`src/rtl/wfpb_pkg.sv`:
```
package wfpb_pkg;

  localparam int WORD_W = 16;
  localparam int SAMP_W = 14;
  localparam logic [SAMP_W-1:0] DAC_MID = SAMP_W'(1 << (SAMP_W - 1));

  // Word layout: marker bits on top, converter code below.
  typedef struct packed {
    logic              bb;
    logic              sync;
    logic [SAMP_W-1:0] samp;
  } wfpb_word_t;

  function automatic wfpb_word_t split_word(input logic [WORD_W-1:0] w);
    return wfpb_word_t'(w);
  endfunction

  function automatic wfpb_word_t idle_word();
    wfpb_word_t r;
    r.bb   = 1'b0;
    r.sync = 1'b0;
    r.samp = DAC_MID;
    return r;
  endfunction

  // Next address in the loop; the caller truncates to its width.
  function automatic logic [31:0] step_addr(input logic [31:0] cur,
                                            input logic [31:0] first,
                                            input logic [31:0] last);
    return (cur == last) ? first : cur + 32'd1;
  endfunction

endpackage

```
`src/rtl/wfpb_ctrl.sv`:
```
module wfpb_ctrl #(
  parameter int ADDR_W = 10
) (
  input  logic              clk,
  input  logic              rst_n,
  input  logic              cmd_start,
  input  logic              cmd_stop,
  input  logic              cmd_load,
  input  logic [ADDR_W-1:0] load_first,
  input  logic [ADDR_W-1:0] load_last,
  output logic              run_q,
  output logic [ADDR_W-1:0] first_q,
  output logic [ADDR_W-1:0] last_q,
  output logic              kill,
  output logic              start_acc
);

  assign kill      = cmd_load | cmd_stop;
  assign start_acc = cmd_start & ~run_q & ~kill;

  always_ff @(posedge clk) begin
    if (!rst_n) begin
      run_q   <= 1'b0;
      first_q <= '0;
      last_q  <= '0;
    end else begin
      if (cmd_load) begin
        first_q <= load_first;
        last_q  <= load_last;
      end
      if (kill)           run_q <= 1'b0;
      else if (start_acc) run_q <= 1'b1;
    end
  end

  a_r6_reload_latches_and_stops: assert property (@(posedge clk) disable iff (!rst_n)
    cmd_load |=> (!run_q && first_q == $past(load_first) && last_q == $past(load_last)));

  a_r9_stop_beats_start: assert property (@(posedge clk) disable iff (!rst_n)
    (cmd_stop && cmd_start) |=> !run_q);

  a_r4_start_enters_run: assert property (@(posedge clk) disable iff (!rst_n)
    (cmd_start && !cmd_stop && !cmd_load) |=> run_q);

endmodule

```
`src/rtl/wfpb_addr_seq.sv`:
```
module wfpb_addr_seq #(
  parameter int ADDR_W = 10
) (
  input  logic              clk,
  input  logic              rst_n,
  input  logic              run_q,
  input  logic              smp_en,
  input  logic              start_acc,
  input  logic [ADDR_W-1:0] first_q,
  input  logic [ADDR_W-1:0] last_q,
  output logic              rd_en,
  output logic [ADDR_W-1:0] rd_addr,
  output logic              wrap_ev
);
  import wfpb_pkg::*;

  logic [ADDR_W-1:0] addr_q;
  logic [ADDR_W-1:0] addr_nx;

  assign rd_en   = run_q & smp_en;
  assign rd_addr = addr_q;
  assign wrap_ev = rd_en & (addr_q == last_q);
  assign addr_nx = ADDR_W'(step_addr(32'(addr_q), 32'(first_q), 32'(last_q)));

  always_ff @(posedge clk) begin
    if (!rst_n)         addr_q <= '0;
    else if (start_acc) addr_q <= first_q;
    else if (rd_en)     addr_q <= addr_nx;
  end

  a_r10_no_read_when_idle: assert property (@(posedge clk) disable iff (!rst_n)
    !run_q |-> !rd_en);

  a_r3_wrap_returns_to_first: assert property (@(posedge clk) disable iff (!rst_n)
    wrap_ev |=> addr_q == $past(first_q));

  a_r2_linear_step: assert property (@(posedge clk) disable iff (!rst_n)
    (rd_en && !wrap_ev) |=> addr_q == ADDR_W'($past(addr_q) + 1'b1));

endmodule

```
`src/rtl/wfpb_read_pipe.sv`:
```
module wfpb_read_pipe #(
  parameter int RD_LAT = 2
) (
  input  logic clk,
  input  logic rst_n,
  input  logic issue,
  input  logic kill,
  output logic ret_valid
);

  logic [RD_LAT-1:0] tag_q;

  generate
    if (RD_LAT == 1) begin : g_one
      always_ff @(posedge clk) begin
        if (!rst_n || kill) tag_q <= '0;
        else                tag_q <= issue;
      end
    end else begin : g_many
      always_ff @(posedge clk) begin
        if (!rst_n || kill) tag_q <= '0;
        else                tag_q <= {tag_q[RD_LAT-2:0], issue};
      end
    end
  endgenerate

  assign ret_valid = tag_q[RD_LAT-1];

  a_r5_flush_on_kill: assert property (@(posedge clk) disable iff (!rst_n)
    kill |=> !ret_valid);

endmodule

```
`src/rtl/wfpb_out_stage.sv`:
```
module wfpb_out_stage (
  input  logic        clk,
  input  logic        rst_n,
  input  logic        run_q,
  input  logic        kill,
  input  logic        ret_valid,
  input  logic [15:0] rd_data,
  output logic [13:0] dac_code,
  output logic        bb_bit,
  output logic        sync_bit,
  output logic        smp_valid
);
  import wfpb_pkg::*;

  wfpb_word_t cur_q;
  wfpb_word_t fresh;
  logic       vld_q;

  assign fresh = split_word(rd_data);

  always_ff @(posedge clk) begin
    if (!rst_n || kill || !run_q) begin
      cur_q <= idle_word();
      vld_q <= 1'b0;
    end else if (ret_valid) begin
      cur_q <= fresh;
      vld_q <= 1'b1;
    end else begin
      vld_q <= 1'b0;
    end
  end

  assign dac_code  = cur_q.samp;
  assign bb_bit    = cur_q.bb;
  assign sync_bit  = cur_q.sync;
  assign smp_valid = vld_q;

  a_r8_idle_levels: assert property (@(posedge clk) disable iff (!rst_n)
    !run_q |-> (dac_code == DAC_MID && !bb_bit && !sync_bit && !smp_valid));

  a_r7_strobe_only_in_run: assert property (@(posedge clk) disable iff (!rst_n)
    smp_valid |-> run_q);

  a_r7_hold_between_samples: assert property (@(posedge clk) disable iff (!rst_n)
    (run_q && !kill && !ret_valid) |=> $stable(dac_code) && $stable(bb_bit) && $stable(sync_bit));

endmodule

```
`src/rtl/wfpb_player.sv`:
```
module wfpb_player #(
  parameter int ADDR_W = 10,
  parameter int RD_LAT = 2
) (
  input  logic              clk,
  input  logic              rst_n,
  input  logic              smp_en,
  input  logic              cmd_start,
  input  logic              cmd_stop,
  input  logic              cmd_load,
  input  logic [ADDR_W-1:0] load_first,
  input  logic [ADDR_W-1:0] load_last,
  output logic              mem_rd_en,
  output logic [ADDR_W-1:0] mem_rd_addr,
  input  logic [15:0]       mem_rd_data,
  output logic [13:0]       dac_code,
  output logic              bb_bit,
  output logic              sync_bit,
  output logic              smp_valid
);

  logic              run_q;
  logic [ADDR_W-1:0] first_q;
  logic [ADDR_W-1:0] last_q;
  logic              kill;
  logic              start_acc;
  logic              wrap_ev;
  logic              ret_valid;

  wfpb_ctrl #(.ADDR_W(ADDR_W)) u_ctrl (
    .clk(clk), .rst_n(rst_n),
    .cmd_start(cmd_start), .cmd_stop(cmd_stop), .cmd_load(cmd_load),
    .load_first(load_first), .load_last(load_last),
    .run_q(run_q), .first_q(first_q), .last_q(last_q),
    .kill(kill), .start_acc(start_acc)
  );

  wfpb_addr_seq #(.ADDR_W(ADDR_W)) u_addr (
    .clk(clk), .rst_n(rst_n),
    .run_q(run_q), .smp_en(smp_en), .start_acc(start_acc),
    .first_q(first_q), .last_q(last_q),
    .rd_en(mem_rd_en), .rd_addr(mem_rd_addr), .wrap_ev(wrap_ev)
  );

  wfpb_read_pipe #(.RD_LAT(RD_LAT)) u_pipe (
    .clk(clk), .rst_n(rst_n),
    .issue(mem_rd_en), .kill(kill), .ret_valid(ret_valid)
  );

  wfpb_out_stage u_out (
    .clk(clk), .rst_n(rst_n),
    .run_q(run_q), .kill(kill), .ret_valid(ret_valid), .rd_data(mem_rd_data),
    .dac_code(dac_code), .bb_bit(bb_bit), .sync_bit(sync_bit), .smp_valid(smp_valid)
  );

  a_r3_wrap_seen_only_running: assert property (@(posedge clk) disable iff (!rst_n)
    wrap_ev |-> run_q);

endmodule

```
`config.mk`:
```
export PLATFORM = sky130hd
export DESIGN_NAME = wfpb_player
export DESIGN_NICKNAME = d
export VERILOG_FILES = /design/src/rtl/wfpb_pkg.sv /design/src/rtl/wfpb_ctrl.sv /design/src/rtl/wfpb_addr_seq.sv /design/src/rtl/wfpb_read_pipe.sv /design/src/rtl/wfpb_out_stage.sv /design/src/rtl/wfpb_player.sv
export SDC_FILE = /design/constraint.sdc
export NUM_CORES = 1
export LEC_CHECK = 0
export BUFFER_PORTS_ARGS = -buffer_cell sky130_fd_sc_hd__buf_2
export CAP_MARGIN = 20
export CORE_ASPECT_RATIO = 0.7
export CORE_MARGIN = 3
export CORE_UTILIZATION = 33
export DETAILED_ROUTE_END_ITERATION = 6
export PLACE_DENSITY = 0.51
export SYNTH_ARGS = -nofsm -noshare
export SYNTH_HDL_FRONTEND = slang
export SYNTH_SLANG_ARGS = --single-unit
export TNS_END_PERCENT = 20
```
`constraint.sdc`:
```
create_clock -name clk -period 2.3 [get_ports clk]
set_input_delay 0.115 -clock clk [delete_from_list [all_inputs] [get_ports clk]]
set_output_delay 0.115 -clock clk [all_outputs]
set_load 0.005 [all_outputs]
```
==> flow_metrics.py, run 1 <==
metrics = {
    "pwr": {
        "pwr-share-clk_pct": 34.8,
        "p_leak_nw": 1.26,
        "p_sw_share_pct": 25.0,
        "seq_power_share_pct": 52.2,
        "p_per_area_mw_per_mm2": 623,
        "p_sw_mw": 0.445,
        "intPower_mw": 1.34,
        "p_comb_share_pct": 13.0,
        "vdd_drop_max_mv": 0.244,
    },
    "routing": {
        "vias_per_cell": 4.77,
        "avgRoutedWirePerCell_um": 14.3,
        "antenna_left": 0,
        "drt_iter0_drc": 163,
        "wl_met2_mm": 2.25,
        "routed_wl_mm": 5.74,
        "met3_length_um": 402,
        "drc": 0,
        "met1Wirelength_mm": 3.03,
        "top_layer": "met4",
        "first_pass_iters": 4,
        "num_vias": 1906,
    },
    "global_routing": {
        "grt_pass1_vias": 1771,
        "antenna_found_initial": 0,
        "grt_pass1_wl_mm": 9.00,
        "grt_max_degree": 39,
        "grt_usage_pct": 14.4,
        "grt.overflow.total": 0,
    },
    "setup_path": {
        "rr_worst_depth": 5,
        "regToRegSetupSlack_ps": 290,
        "r2r_end": "u_addr.rd_addr[6]$_SDFFE_PN0P_",
        "reg2reg_from": "u_addr.rd_addr[6]$_SDFFE_PN0P_",
        "path_max_fanout": 10,
        "critPathLaunchType": "register",
        "crit_type": "register to register",
        "cp.arrival_ps": 2210,
        "critPathCaptureType": "register",
        "cp_data_required_time_ps": 2500,
    },
    "cells_and_area": {
        "layout.nets": 351,
        "antenna_cells": 0,
        "syn2layout_area_growth_pct": 24.8,
        "fill_cells": 691,
        "drive_gt1_share_pct": 30.4,
        "finalNonFillerCells": 400,
        "final_core_util_pct": 44.1,
    },
    "logic_synthesis": {
        "synth-seq-cells": 50,
        "yosysMostFrequentCell": "dfxtp_1",
        "avgSynthCellArea_um2": 9.71,
        "async_flop_share_pct": 0,
        "synth.net_count": 279,
        "synth_area_leader_cell": "dfxtp_1",
        "synth.top_cell.area_share_pct": 43.7,
        "seq_area_frac_synth_pct": 43.7,
        "synth_edf_count": 0,
        "yosys-top-cells-count": "50 x dfxtp_1, 36 x mux2i_1, 26 x nor2_1",
        "ys_warn_count": 0,
        "synth.distinct_cells": 40,
        "synth_area_leaders": "dfxtp_1 44%, mux2i_1 16%, nor2b_1 5.7%, nor2_1 4.3%, xor2_1 3.8%",
        "syn_inst": 236,
        "synth_ff_type": "dfxtp_1",
        "netlist_area_mm2": 0.00229,
    },
    "placement": {
        "dp_hpwl_mm": 4.16,
        "dpl_worst_slack_ps": 316,
        "port-buffer-count": 69,
        "gp_congestion": 0.819,
        "placed_cells": 392,
    },
    "die": {
        "die_area_mm2": 0.00800,
        "die_h_um": 75.7,
        "coreArea_mm2": 0.00649,
        "pin_count": 70,
        "start_util_pct": 35.3,
        "rows": 24,
        "die_w_um": 106,
    },
    "min_path": {
        "min_path_type": "input port to register",
        "hold-path-cell-count": 2,
        "hold_end": "u_out.dac_code[13]$_SDFFE_PP1P_",
        "hold_start": "mem_rd_data[13]",
    },
    "timing": {
        "timing.final.crit_share_pct": 87.3,
        "setup_viol_count_final": 0,
        "tns_ps": 0,
        "fmax_mhz": 498,
        "hold_viol_final": 0,
        "rsz0062_at_grt": "no",
        "layout_setup_ws_ps": 292,
        "relSlewSlack_pct": 59.4,
        "clock_skew_ps": 8.87,
        "tightest_slew_ps": 609,
        "finalCriticalPeriod_ps": 2010,
        "drv_slew": 0,
    },
    "clocking": {
        "h-tree-depth": 2,
        "root_buffer": "clkbuf_8",
        "cts_max_path_buffers": 2,
        "postCtsSetupBuffers": 0,
        "cts_hold_buf": 0,
        "cts_resized": 0,
        "clk_pin_slew_ps": 90,
        "cts_made_buffers": 5,
        "cts.sinks": 50,
        "cts_tree": "done",
        "clk_latency_ps": 300,
    },
    "run": {
        "maxCapViolCount": 0,
    },
    "status": {
        "status": "complete, no violations",
    },
}
==> worst max-delay path: stages (launching register included) <==
cell and delay, ps:
dfxtp_1 510, xor2_2 130, nor4_4 380, and3_1 480
a221oi_1 140, o31a_1 260
==> routing by layer <==
| layer | up-vias | GRT usage, % |
|---|---|---|
| li1 | 968 | - |
| met1 | 867 | 21.7 |
| met2 | 63 | 19.4 |
| met3 | 8 | 4.66 |
| met4 | 0 | 4.02 |
| met5 | - | 0 |
==> cells by family (layout without fill, tap and decap cells) <==
group                    count (synthesis)  count (layout)  share of synthesized area (%)
adder cells (fa/ha/maj)                  1               1                          0.546
XOR/XNOR                                13              13                           5.62
AO/OA/AOI/OAI                           33              33                           9.66
flip-flops                              50              50                           43.7
multiplexers                            36              36                           15.7
buffers and inverters                   17              90                           3.66
AND/OR/NAND/NOR                         86              86                           21.1
==> power by group through the flow <==
stage	Clock (mW)	Combinational, mW	Sequential, mW
after floorplan	0	0.152	0.944
after global placement	0	0.231	0.950
after detailed placement	0	0.232	0.950
after CTS	0.646	0.233	0.930
after global routing	0.684	0.257	0.934
final	0.620	0.231	0.931
==> placed cells by master (no fill, tap or decap), types with 2 or more instances in the layout <==
| master | count |
|---|---|
| dfxtp_1 | 50 |
| buf_4 | 9 |
| xor2_2 | 2 |
| clkbuf_8 | 5 |
| nand2_1 | 11 |
| nor4_2 | 2 |
| a211oi_1 | 4 |
| o211a_1 | 2 |
| inv_1 | 3 |
| nor4_4 | 2 |
| nand3_1 | 7 |
| o21ai_0 | 8 |
| and3_1 | 4 |
| o211ai_1 | 2 |
| nor2b_1 | 21 |
| mux2i_1 | 36 |
| a21oi_1 | 8 |
| buf_2 | 69 |
| xor2_1 | 10 |
| nand4_1 | 6 |
| nand3b_1 | 2 |
| nor2_1 | 26 |
| a211o_1 | 2 |
==> flip-flops by register name, summed over array words and instances (netlist names) <==
register	flops
u_out.dac_code	14
u_addr.rd_addr	10
u_ctrl.first_q	10
u_ctrl.last_q	10
u_pipe.tag_q	2
u_ctrl.run_q	1
u_out.bb_bit	1
u_out.smp_valid	1
u_out.sync_bit	1
==> how the worst max path moves through the flow <==
stage | from | to | slack (ps) | depth (start not counted)
floorplan | u_addr.rd_addr[4]$_SDFFE_PN0P_ | u_addr.rd_addr[6]$_SDFFE_PN0P_ | 640 | 7
global placement | u_addr.rd_addr[6]$_SDFFE_PN0P_ | u_addr.rd_addr[6]$_SDFFE_PN0P_ | 360 | 5
detailed placement | u_addr.rd_addr[6]$_SDFFE_PN0P_ | u_addr.rd_addr[6]$_SDFFE_PN0P_ | 320 | 5
CTS | u_addr.rd_addr[6]$_SDFFE_PN0P_ | u_addr.rd_addr[6]$_SDFFE_PN0P_ | 300 | 5
global route | u_addr.rd_addr[6]$_SDFFE_PN0P_ | u_addr.rd_addr[6]$_SDFFE_PN0P_ | 150 | 5
finish | u_addr.rd_addr[6]$_SDFFE_PN0P_ | u_addr.rd_addr[6]$_SDFFE_PN0P_ | 290 | 5
==> metrics by stage <==
step	hold WS, ps	instance area [um^2]	total power [mW]
2_1_floorplan	237	2290	1.10
3_3_place_gp	322	2750	1.18
3_5_place_dp	328	2750	1.18
4_1_cts	3.63	2860	1.81
5_1_grt	17.5	2860	1.87
6_report	12.8	2860	1.78
==> cell type report <==
class / count / area [um^2] / area share (%)
clock buffers: 6 / 72.6 / 2.54
well taps: 91 / 114 / 3.98
repair buffers: 78 / 413 / 14.4
inverters: 4 / 15.0 / 0.525
flip-flops and latches: 50 / 1000 / 35.0
clock inverters: 2 / 37.5 / 1.31
multi-input cells: 169 / 1210 / 42.2
Note: power is estimated with default switching activity, not from simulation.
==> run 2: changes to the inputs <==
--- a/config.mk
+++ b/config.mk
@@ -11,7 +11,7 @@
 export CORE_MARGIN = 3
 export CORE_UTILIZATION = 33
 export DETAILED_ROUTE_END_ITERATION = 6
-export PLACE_DENSITY = 0.51
+export PLACE_DENSITY = 0.53
 export SYNTH_ARGS = -nofsm -noshare
 export SYNTH_HDL_FRONTEND = slang
 export SYNTH_SLANG_ARGS = --single-unit
==> constraint.sdc (replaced) <==
create_clock -name clk -period 1.7 [get_ports clk]
set_input_delay 0.085 -clock clk [delete_from_list [all_inputs] [get_ports clk]]
set_output_delay 0.085 -clock clk [all_outputs]
set_load 0.005 [all_outputs]
==> flow_metrics.py, run 2 (synthesis results as in run 1) <==
metrics = {
    "setup_path": {
        "r2r_end": "u_addr.rd_addr[6]$_SDFFE_PN0P_",
        "crit_type": "register to register",
        "critPathCaptureType": "register",
        "reg2reg_from": "u_addr.rd_addr[6]$_SDFFE_PN0P_",
        "regToRegSetupSlack_ps": 20,
        "critPathLaunchType": "register",
        "cp.arrival_ps": 1890,
        "rr_worst_depth": 6,
        "path_max_fanout": 7,
        "cp_data_required_time_ps": 1910,
    },
    "timing": {
        "finalCriticalPeriod_ps": 1680,
        "relSlewSlack_pct": 75.2,
        "clock_skew_ps": 5.63,
        "timing.final.crit_share_pct": 99.1,
        "layout_setup_ws_ps": 16.1,
        "fmax_mhz": 594,
        "rsz0062_at_grt": "yes",
        "drv_slew": 0,
        "tightest_slew_ps": 373,
        "hold_viol_final": 0,
        "setup_viol_count_final": 0,
    },
    "routing": {
        "drc": 0,
        "num_vias": 1968,
        "drt_iter0_drc": 58,
        "vias_per_cell": 4.72,
        "first_pass_iters": 5,
        "antenna_left": 0,
        "avgRoutedWirePerCell_um": 14.4,
        "routed_wl_mm": 6.01,
    },
    "cells_and_area": {
        "final_common_cell": "buf_2",
        "layout.area.seq_mm2": 0.00101,
        "final_area_mm2": 0.00314,
        "antenna_cells": 0,
        "fill_cells": 644,
        "drive_gt1_share_pct": 40.5,
        "syn2layout_area_growth_pct": 37.0,
        "largest_reg_flops": 14,
        "layout.nets": 368,
        "final_cell_mix": "69 x buf_2, 44 x dfxtp_1, 36 x mux2i_1",
        "multi_input_area_mm2": 0.00131,
    },
    "clocking": {
        "cts.sinks": 50,
        "cts_max_path_buffers": 2,
        "clk_pin_slew_ps": 90,
        "root_buffer": "clkbuf_8",
        "clk_latency_ps": 310,
        "cts_made_buffers": 5,
        "h-tree-depth": 2,
        "cts_tree": "done",
    },
    "run": {
        "maxCapViolCount": 0,
    },
    "global_routing": {
        "grt_max_degree": 21,
        "grt_pass1_wl_mm": 9.29,
        "grt_usage_pct": 15.0,
        "grt.overflow.total": 0,
        "antenna_found_initial": 0,
        "grt_pass1_vias": 1847,
    },
    "die": {
        "coreArea_mm2": 0.00649,
        "die_h_um": 75.7,
        "rows": 24,
        "die_area_mm2": 0.00800,
        "pin_count": 70,
        "die_w_um": 106,
        "start_util_pct": 35.3,
    },
    "placement": {
        "dpl_worst_slack_ps": -153,
        "dp_hpwl_mm": 4.43,
        "port-buffer-count": 69,
        "gp_congestion": 0.888,
        "dpl-instance-area_mm2": 0.00286,
    },
    "status": {
        "status": "complete, no violations",
    },
    "pwr": {
        "vdd_drop_max_mv": 0.340,
        "p_per_area_mw_per_mm2": 845,
        "p_leak_nw": 1.38,
    },
    "min_path": {
        "hold_end": "u_out.dac_code[12]$_SDFFE_PP0P_",
        "min_path_type": "input port to register",
        "hold-path-cell-count": 3,
        "hold_start": "mem_rd_data[12]",
    },
}
run 2: stage by stage:
stage | instances | hold WS [ps] | power (mW) | utilization, % | TNS, ps
4_1_cts | 417 | 0.0493 | 2.66 | 47.1 | -28.1
5_1_grt | 417 | 3.00 | 2.79 | 48.4 | -137
6_report | 417 | 3.90 | 2.65 | 48.4 | 0
3_5_place_dp | 406 | 307 | 1.64 | 44.0 | -290
2_1_floorplan | 236 | 207 | 1.48 | - | 0
3_3_place_gp | 406 | 301 | 1.63 | 44.0 | -121
run 2: how the worst max path moves through the flow:
stage / cells past startpoint / slack, ps / to / startpoint
after floorplan: 7 / 40 / u_addr.rd_addr[6]$_SDFFE_PN0P_ / u_addr.rd_addr[4]$_SDFFE_PN0P_
after global placement: 5 / -120 / u_addr.rd_addr[5]$_SDFFE_PN0P_ / u_ctrl.last_q[6]$_SDFFE_PN0P_
after global routing: 6 / -40 / u_addr.rd_addr[6]$_SDFFE_PN0P_ / u_addr.rd_addr[6]$_SDFFE_PN0P_
after CTS: 6 / -20 / u_addr.rd_addr[5]$_SDFFE_PN0P_ / u_ctrl.last_q[3]$_SDFFE_PN0P_
after detailed placement: 5 / -150 / u_addr.rd_addr[5]$_SDFFE_PN0P_ / u_ctrl.last_q[6]$_SDFFE_PN0P_
final: 6 / 20 / u_addr.rd_addr[6]$_SDFFE_PN0P_ / u_addr.rd_addr[6]$_SDFFE_PN0P_
run 2: cell type report:
class | instances | share of cell area [%]
Clock buffer | 5 | 2.19
Multi-Input combinational cell | 169 | 41.8
Timing Repair Buffer | 95 | 17.6
Sequential cell | 50 | 32.1
Tap cell | 91 | 3.63
Clock inverter | 3 | 2.19
Inverter | 4 | 0.478
run 2: per-layer routing:
layer | global-route usage, % | vias to the layer above | part of all wire, %
met5 | 0 | - | 0
met4 | 6.18 | 0 | 1.3
met3 | 4.32 | 8 | 5.9
met2 | 21.0 | 52 | 41
met1 | 21.6 | 908 | 52
li1 | - | 1000 | -
run 2: report_power, final:
group | internal [mW] | total, mW | switching [mW]
combinational | 0.206 | 0.396 | 0.190
sequential | 1.22 | 1.26 | 0.0410
clock | 0.589 | 0.999 | 0.410
run 2: what timing repair did:
item	4_1_cts	5_1_grt
pin swaps	3	15
hold endpoints to repair	1	0
gates resized for setup	9	20
hold buffers	1	0
endpoints found under the setup margin	7	10
buffers inserted	2	0
run 2: worst max-delay path, stage by stage, from the launching register on:
cell	delay (ps)
dfxtp_2	340
xor2_2	180
nor4_4	320
and3_4	250
buf_6	140
nor4_1	60
o31a_1	280
